`src/rtl/dma_seq_pkg.sv`:
```
package dma_seq_pkg;
    localparam int WORD_W  = 32;
    localparam int CNT_W   = 16;
    localparam int CNT_LSB = 16;
    localparam int SUP_BIT = 7;

    localparam logic [1:0] MODE_STOP  = 2'd0;
    localparam logic [1:0] MODE_BASIC = 2'd1;
    localparam logic [1:0] MODE_LINK  = 2'd2;

    typedef enum logic [2:0] {
        S_IDLE,
        S_FETCH,
        S_RD,
        S_WR,
        S_WB
    } seq_st_e;
endpackage

```
`src/rtl/dma_link_addr.sv`:
```
module dma_link_addr #(
    parameter int AW = 32
) (
    input  logic [AW/2-1:0] base_i,
    input  logic [AW/2-1:0] link_i,
    output logic [AW-1:0]   addr_o
);
    localparam logic [AW-1:0] LOW_MASK = AW'(3);

    // upper half from the base, lower half from the link, word aligned
    assign addr_o = {base_i, link_i} & ~LOW_MASK;
endmodule

```
`src/rtl/dma_done_flag.sv`:
```
module dma_done_flag (
    input  logic clk,
    input  logic rst_n,
    input  logic set_i,
    input  logic clr_i,
    input  logic en_i,
    output logic flag_o,
    output logic irq_o
);
    logic flag_d, flag_q;

    always_comb begin
        flag_d = flag_q;
        if (clr_i) flag_d = 1'b0;
        if (set_i) flag_d = 1'b1;
    end

    always_ff @(posedge clk or negedge rst_n) begin
        if (!rst_n) flag_q <= 1'b0;
        else        flag_q <= flag_d;
    end

    assign flag_o = flag_q;
    assign irq_o  = flag_q & en_i;

    // the flag only rises after a task completion
    a_r10_rise_cause: assert property (@(posedge clk) disable iff (!rst_n)
        $rose(flag_q) |-> $past(set_i));

    // a clear without a concurrent set drops the flag
    a_r11_clear_wins_alone: assert property (@(posedge clk) disable iff (!rst_n)
        (clr_i && !set_i) |=> !flag_q);
endmodule

```
`src/rtl/dma_chain_seq.sv`:
```
module dma_chain_seq
    import dma_seq_pkg::*;
#(
    parameter int AW = 32
) (
    input  logic              clk,
    input  logic              rst_n,
    input  logic              trig_i,
    input  logic [1:0]        head_mode_i,
    input  logic [AW/2-1:0]   head_link_i,
    input  logic [AW/2-1:0]   base_hi_i,
    input  logic              done_clr_i,
    input  logic              irq_en_i,
    output logic              mem_req_o,
    output logic              mem_we_o,
    output logic [AW-1:0]     mem_addr_o,
    output logic [WORD_W-1:0] mem_wdata_o,
    input  logic [WORD_W-1:0] mem_rdata_i,
    input  logic              mem_rdy_i,
    output logic              busy_o,
    output logic              done_o,
    output logic              irq_o
);
    localparam int HW = AW / 2;
    localparam logic [AW-1:0] STEP = AW'(4);

    typedef struct packed {
        seq_st_e           st;
        logic [1:0]        widx;
        logic [AW-1:0]     dsc;
        logic [WORD_W-1:0] ctl;
        logic [AW-1:0]     src;
        logic [AW-1:0]     dst;
        logic [WORD_W-1:0] word;
        logic [CNT_W-1:0]  left;
        logic [HW-1:0]     base;
        logic [HW-1:0]     link;
    } seq_regs_t;

    seq_regs_t r_d, r_q;
    logic          set_done;
    logic [HW-1:0] sel_base, sel_link;
    logic [AW-1:0] nxt_addr;
    logic [1:0]    ctl_mode;
    logic [WORD_W-1:0] wb_word;

    // in idle the head inputs pick the first entry, afterwards the stored link
    assign sel_base = (r_q.st == S_IDLE) ? base_hi_i   : r_q.base;
    assign sel_link = (r_q.st == S_IDLE) ? head_link_i : r_q.link;

    dma_link_addr #(.AW(AW)) u_link_addr (
        .base_i (sel_base),
        .link_i (sel_link),
        .addr_o (nxt_addr)
    );

    assign ctl_mode = r_q.ctl[1:0];

    always_comb begin
        wb_word = r_q.ctl;
        wb_word[CNT_LSB +: CNT_W] = '0;
        wb_word[1:0] = '0;
    end

    always_comb begin
        r_d         = r_q;
        set_done    = 1'b0;
        mem_req_o   = 1'b0;
        mem_we_o    = 1'b0;
        mem_addr_o  = '0;
        mem_wdata_o = '0;
        unique case (r_q.st)
            S_IDLE: begin
                if (trig_i) begin
                    if (head_mode_i == MODE_LINK) begin
                        r_d.base = base_hi_i;
                        r_d.dsc  = nxt_addr;
                        r_d.widx = 2'd0;
                        r_d.st   = S_FETCH;
                    end else begin
                        set_done = 1'b1;
                    end
                end
            end
            S_FETCH: begin
                mem_req_o  = 1'b1;
                mem_addr_o = r_q.dsc + {{(AW-4){1'b0}}, r_q.widx, 2'b00};
                if (mem_rdy_i) begin
                    unique case (r_q.widx)
                        2'd0: begin
                            r_d.ctl = mem_rdata_i;
                            if (mem_rdata_i[1:0] == MODE_BASIC)     r_d.widx = 2'd1;
                            else if (mem_rdata_i[1:0] == MODE_LINK) r_d.widx = 2'd3;
                            else                                    r_d.st   = S_IDLE;
                        end
                        2'd1: begin
                            r_d.src  = mem_rdata_i[AW-1:0];
                            r_d.widx = 2'd2;
                        end
                        2'd2: begin
                            r_d.dst  = mem_rdata_i[AW-1:0];
                            r_d.widx = 2'd3;
                        end
                        default: begin
                            r_d.link = mem_rdata_i[HW-1:0];
                            r_d.left = r_q.ctl[CNT_LSB +: CNT_W];
                            if (ctl_mode == MODE_BASIC && r_q.ctl[CNT_LSB +: CNT_W] != '0)
                                r_d.st = S_RD;
                            else
                                r_d.st = S_WB;
                        end
                    endcase
                end
            end
            S_RD: begin
                mem_req_o  = 1'b1;
                mem_addr_o = r_q.src;
                if (mem_rdy_i) begin
                    r_d.word = mem_rdata_i;
                    r_d.st   = S_WR;
                end
            end
            S_WR: begin
                mem_req_o   = 1'b1;
                mem_we_o    = 1'b1;
                mem_addr_o  = r_q.dst;
                mem_wdata_o = r_q.word;
                if (mem_rdy_i) begin
                    r_d.src  = r_q.src + STEP;
                    r_d.dst  = r_q.dst + STEP;
                    r_d.left = r_q.left - CNT_W'(1);
                    r_d.st   = (r_q.left == CNT_W'(1)) ? S_WB : S_RD;
                end
            end
            S_WB: begin
                mem_req_o   = 1'b1;
                mem_we_o    = 1'b1;
                mem_addr_o  = r_q.dsc;
                mem_wdata_o = wb_word;
                if (mem_rdy_i) begin
                    set_done = ~r_q.ctl[SUP_BIT];
                    r_d.dsc  = nxt_addr;
                    r_d.widx = 2'd0;
                    r_d.st   = S_FETCH;
                end
            end
            default: r_d.st = S_IDLE;
        endcase
    end

    always_ff @(posedge clk or negedge rst_n) begin
        if (!rst_n) begin
            r_q    <= '0;
            r_q.st <= S_IDLE;
        end else begin
            r_q <= r_d;
        end
    end

    assign busy_o = (r_q.st != S_IDLE);

    dma_done_flag u_done_flag (
        .clk    (clk),
        .rst_n  (rst_n),
        .set_i  (set_done),
        .clr_i  (done_clr_i),
        .en_i   (irq_en_i),
        .flag_o (done_o),
        .irq_o  (irq_o)
    );

    // a stalled access keeps every field of the request
    a_r4_hold_stable: assert property (@(posedge clk) disable iff (!rst_n)
        (mem_req_o && !mem_rdy_i) |=> (mem_req_o && $stable(mem_addr_o)
            && $stable(mem_we_o) && $stable(mem_wdata_o)));

    // busy only starts from an accepted trigger
    a_r5_busy_cause: assert property (@(posedge clk) disable iff (!rst_n)
        $rose(busy_o) |-> $past(trig_i));

    // data reads only happen for copy descriptors
    a_r6_copy_only_basic: assert property (@(posedge clk) disable iff (!rst_n)
        (r_q.st == S_RD) |-> (ctl_mode == MODE_BASIC));

    // an idle channel never touches memory
    a_r8_idle_quiet: assert property (@(posedge clk) disable iff (!rst_n)
        $fell(busy_o) |-> !mem_req_o);
endmodule

```
`config.mk`:
```
export PLATFORM = sky130hd
export DESIGN_NAME = dma_chain_seq
export DESIGN_NICKNAME = d
export VERILOG_FILES = /design/src/rtl/dma_seq_pkg.sv /design/src/rtl/dma_link_addr.sv /design/src/rtl/dma_done_flag.sv /design/src/rtl/dma_chain_seq.sv
export SDC_FILE = /design/constraint.sdc
export NUM_CORES = 1
export LEC_CHECK = 0
export BUFFER_PORTS_ARGS = -buffer_cell sky130_fd_sc_hd__clkbuf_2
export CORE_MARGIN = 3
export CORE_UTILIZATION = 50
export DETAILED_ROUTE_END_ITERATION = 12
export GPL_ROUTABILITY_DRIVEN = 0
export PLACE_DENSITY = 0.7
export SLEW_MARGIN = 20
export SYNTH_ARGS = -nofsm -noshare
export SYNTH_HDL_FRONTEND = slang
export SYNTH_SLANG_ARGS = --single-unit
export TNS_END_PERCENT = 50
```
`constraint.sdc`:
```
create_clock -name clk -period 7.7 [get_ports clk]
set_input_delay 1.155 -clock clk [delete_from_list [all_inputs] [get_ports clk]]
set_output_delay 1.155 -clock clk [all_outputs]
set_load 0.02 [all_outputs]
```
# --- Word-level counts from Yosys, hierarchy flattened ---
# Cells that the tools add are included.
totals:
  reg_bits: 214
  inputBits: 72
  out_inout_bits: 69
  word_cells: 104
op_classes:
  addsub: 4
  n_eq_ne: 25
  muxes: 38
  bitwise_logic: 3
  n_reduce_logical: 23
op_table:
  columns: ["cell", "count"]
  rows:
  - ["$mux 64", 2]
  - ["$pmux 32 s2", 2]
  - ["$pmux 32 s4", 1]
  - ["$pmux 64 s2", 1]
  - ["$mux 37", 3]
  - ["$mux 16", 5]
  - ["$add 32x3->32 const B", 2]
  - ["$mux 32", 2]
  - ["$add 32x4->32", 1]
  - ["$pmux 16 s2", 1]
  - ["$mux 3", 6]
  - ["$eq 16x1->1 const B", 1]
  - ["$reduce_and 4->1", 4]
  - ["$reduce_bool 16->1", 1]
  - ["$sub 16x1->16 const B", 1]
  - ["$pmux 3 s5", 1]
  - ["$ne 2x2->1 const B", 7]
  - ["$pmux 2 s3", 2]
  - ["$reduce_and 3->1", 3]
  - ["$reduce_and 9->1", 1]
  - ["$mux 1", 7]
  - ["$reduce_and 7->1", 1]
  - ["$eq 2x1->1 const B", 3]
  - ["$eq 2x2->1 const B", 3]
  - ["other kinds (22)", 32]

# --- Logic depth before layout (Yosys ltp) ---
depth:
  word_depth: 6
  depth_mapped: 9
  ltp_nobuf: 8

# --- By module ---
# From an unflattened synthesis, not the netlist that was laid out.
unflattened:
  cells_unflattened: 1286
  hier_area_um2: 12578.3
modules_own_cells:
  columns: ["mod", "instances", "cells_each", "area_per_inst_um2", "seq_area_each_um2"]
  rows:
  - ["dma_chain_seq", 1, 1249, 12291.8, 5330.1]
  - ["dma_link_addr", 1, 33, 244.0, 0.0]
  - ["dma_done_flag", 1, 4, 42.5, 25.0]

# --- Least setup slack after synthesis ---
# Ideal clock, no wire load.
synth_path:
  path_type: "register to output"
  startpoint: "reg r_q[208] in the netlist's numbering"
  endpoint: "out mem_addr_o[30]"
  t_arrival_ns: 2.489
  t_required_ns: 6.545
  path_slack_ns: 4.056
  stages_incl_launch_ff: 9
  n_path_buf: 0
  path_cell_list: "dfrtp_1 -> ha_1 -> inv_1 -> fa_1 -> nand4b_1 -> nor4_2 -> nand4_1 -> xor2_1 -> o21ai_0"
synth_between:
  elab_chain_cells: 2
synth_rtl:
  columns: ["item", "line_no", "text"]
  rows:
  - ["start: declaration", "dma_chain_seq.sv:40", "seq_regs_t r_d, r_q;"]
  - ["start signal: assignment", "dma_chain_seq.sv:156", "r_q <= r_d;"]
  - ["$add 32x4->32", "dma_chain_seq.sv:87", "mem_addr_o = r_q.dsc + {{(AW-4){1'b0}}, r_q.widx, 2'b00};"]
  - ["$pmux 32 s4", "dma_chain_seq.sv:72", "unique case (r_q.st)"]
  - ["end: declaration", "dma_chain_seq.sv:16", "output logic [AW-1:0] mem_addr_o,"]
# No other way between the ends.

# --- Worst setup path in the final report ---
layout_path:
  startpoint: "reg r_q[208] in the netlist's numbering"
  endpoint: "out mem_addr_o[16]"
# The elaborated chain is that of the path after synthesis.

==> results.txt <==
* Cell area reported after detailed placement: about 13000 um^2
- STA puts the critical path data required time at 6.55 ns.
- The worst register-to-register path has a setup slack of 4.68 ns.
* IO Pins: between 100 and 150
* Final hold violation count: 0
- Setup violations remaining at the end of the flow were counted as 0.
- For this design, the slowest cell found on the critical path is nor4_2.
- For this design the ratio of total power to cell area is ~460 nW/um^2.
* Max Clk Rate: 0.2114 GHz
- The number of buffers and inverters on the critical path is 2.
- Instance count of the mapped netlist: about 1300
- In the post-route analysis, the smallest setup slack over all paths is a little under 3 ns.
* Post-cts gate resize count: 0
* Mapped Nets: between 1000 and 1500
- The clock reaches the later pin of the worst-skew pair after slightly above 0.5 ns.
- Category of the worst setup path launch point: register
- Antenna violations before repair: 0
- Cells with a size suffix above 1 make up approximately 22% of the layout.
- Area of the mapped netlist: around 12000 um^2
* Share of synthesized flip-flops with an asynchronous set or reset: between 90% and 100%
- The most critical setup path has its startpoint at r_q[208].
- The worst path needs ~4.7 ns of the cycle, external delays included.
- Each instance of the synthesized netlist takes up on average about 9.4 um^2.
- Total grt overflow: 0
- The floorplan step defined a core boundary enclosing roughly 24000 um^2.
- TritonCTS built the clock tree.
- The die covers around 26000 um^2.
- The top cell type by area accounts for a little over two fifths of the synthesized area.
* Dpl hpwl: ~23 mm
- The critical path is of the register to output port type.
* Slew of the pin with the lowest slew margin: around 1.1 ns
- Post-placement worst setup slack: roughly 3.5 ns
- M1 WL: 14.73 mm
* Overall power of the completed layout: about 6.2 mW
- Global-route total usage across every layer: about a quarter
- Post-route insts no fill: 1703
* Pin count of the biggest net entering global routing: around 160
- Worst slew slack as a fraction of its limit: ~29%
* Final instance area: 13670 um^2
- In the final timing run, aggregate negative setup slack is 0 ns.
- Number of vias per cell after detailed routing: between 6 and 7
* Largest vdd supply drop: 0.0002468 V
- The worst register-to-register path begins at r_q[210].
- CTS Root Buffer Type: clkbuf_16
- After detailed routing, the total wire length is between 30 and 40 mm.
- The clock net in this run drives a total of between 200 and 250 sinks.
- The share of the Yosys chip area taken by registers is between 40% and 50%.
- Number of cells on the worst reg-to-reg path: 6
- Number of buffers inserted by post-CTS setup repair: 0
- The routed layout has between 10000 and 15000 vias.
- Top flip-flop cell by instance count after synthesis: dfrtp_1
- Total Nets Final: ~1500
* Endpoint arrival time on the critical path: about 3.6 ns
- The flow ran to the end, and the final reports show no timing, DRC or antenna violations.
- Site row count: 56
- For this design, the CTS-stage hold fixing added 0 buffers.
- Placed insts: roughly 1700
- Count of nets left with antenna violations after detail routing: 0
* Vias in the first global route: 9792
- After clock tree synthesis, the clock-pin slew on the worst setup and hold paths is roughly 0.060 ns.
- The worst path uses around three fifths of the clock period.
- Drt wl/cell: just under 20 um
- H-tree levels: 1
* Top Metal Used: met4
- The path class of the tightest hold or removal check is register to register.
- Buffers placed on the I/O ports in this run total between 100 and 150.
* Number of diodes: 0
- CTS max path bufs: 3
* Largest area contributor in the netlist: dfrtp_1
- YS warnings: 0
- In this run the static leakage power is between 5 and 6 nW.
- The first TritonRoute pass finished after 5 iterations.
* Distinct cell type count of the synthesized netlist: 63
- TritonCTS Buffers: 25
* Area delta synth->final: 13.91%
- Along the worst path, the maximum fanout reaches 8.
* Max-cap check violation count: 0
- Max-slew violations: 0
* Commonest cells post-synth: 210 x dfrtp_1, 128 x a21oi_1, 124 x nor2_1, 97 x mux2_2, 88 x nand2_1
* Longest individual stage delay on the worst path: roughly 0.76 ns
- Ranked by total cell area, the synthesized netlist is headed by dfrtp_1 44%, mux2_2 9.1%, a21oi_1 5.3%.
* Most common cell in the netlist: dfrtp_1
- STA classifies the critical path endpoint as an output port.
- The filler cells instantiated in the layout total 2101.
- Setup repair after global routing left no endpoint under its margin.
* CP delay by family, top: simple AND/OR/NAND/NOR gates
- Cell Chain, Critical Path: ha_1 -> inv_1 -> fa_1 -> nand4b_1 -> nor4_2 -> nand2_1 -> xor2_1 -> o221ai_1 -> clkbuf_2
- Post-synth EDFFs: 0
- After detailed routing, the number of remaining DRC violations is 0.
* Die outline width: 160.9 um
* Routed length on met3: approximately 2.5 mm
- Capturing point of the worst reg2reg path: r_q[81]
- Worst Clk Skew: about 0.009 ns
* Starting density of the core: about half
* Routed length on met2: between 15 and 20 mm
- The synthesized design contains 210 register bits.
* Overall die height: between 150 and 200 um
- Worst Setup EP: mem_addr_o[16]
- Global-route wire length before repair: between 50 and 60 mm
- The critical path runs through a total of 9 cells.
* Initial DRC count: 910
-- tightest hold or removal path, stage by stage, from the launching register on --
cell and delay, ns:
dfrtp_1 0.34, nand2_1 0.04, o21ai_0 0.06
-- area by class of cell --
type / instances / area, um^2 / share of cell area [%]
multi-input cells: 956 / 6315 / 46.19
flip-flops and latches: 210 / 5256 / 38.45
repair buffers: 156 / 847.1 / 6.196
clock buffers: 38 / 734.5 / 5.372
well taps: 319 / 399.1 / 2.919
inverters: 20 / 75.07 / 0.5491
clock inverters: 4 / 45.04 / 0.3295
-- flip-flops by register name, summed over array words and instances (netlist names) --
signal	flops
ctl_mode	2
u_done_flag.flag_o	1
r_q	207
-- worst min path at each step --
| stage | cells past startpoint | from | slack, ns | end |
|---|---|---|---|---|
| global placement | 2 | ctl_mode[1] | 0.46 | ctl_mode[1] |
| global route | 1 | r_q[66] | 0.51 | r_q[66] |
| detailed placement | 2 | ctl_mode[0] | 0.47 | ctl_mode[0] |
| finish | 2 | r_q[112] | 0.48 | r_q[112] |
| CTS | 2 | ctl_mode[0] | 0.48 | ctl_mode[0] |
| floorplan | 2 | ctl_mode[1] | 0.44 | ctl_mode[1] |
-- layer usage --
metal | vias up | track usage, %
met5 | - | 0
met4 | 0 | 4.928
met3 | 39 | 3.688
met2 | 330 | 39.73
met1 | 5126 | 37.20
li1 | 4900 | -
-- report_power, final --
| group | switching, mW | leakage, nW | internal (mW) |
|---|---|---|---|
| Clock | 0.452 | 0.385 | 0.683 |
| Combinational | 1.69 | 2.87 | 1.18 |
| Sequential | 0.583 | 2.47 | 1.66 |
-- kinds of logic (layout without fill, tap and decap cells) --
group / after synthesis / after routing / synth area share [%]
AND/OR/NAND/NOR: 422 / 422 / 17.36
AO/OA/AOI/OAI: 356 / 356 / 19.01
flip-flops: 210 / 210 / 43.78
multiplexers: 138 / 138 / 12.52
buffers and inverters: 113 / 218 / 3.909
XOR/XNOR: 26 / 26 / 1.897
adder cells (fa/ha/maj): 14 / 14 / 1.522
-- layout by cell type (no fill, tap or decap), drive strengths merged, types with 25 or more instances in the layout --
cell	count
o21ai	66
mux2i	41
clkbuf	176
nor2	124
a22oi	30
and2	25
mux2	97
dfrtp	210
nand2	88
a21oi	128
nor3	25
nand3	53
-- through the flow --
stage | hold WS, ns | utilization (%)
finish | 0.4773 | 58.07
global route | 0.5127 | 58.07
CTS | 0.4833 | 58.07
detailed placement | 0.4710 | 54.76
global placement | 0.4605 | 54.72
floorplan | 0.4412 | -
(Power assumes the default switching activity.)
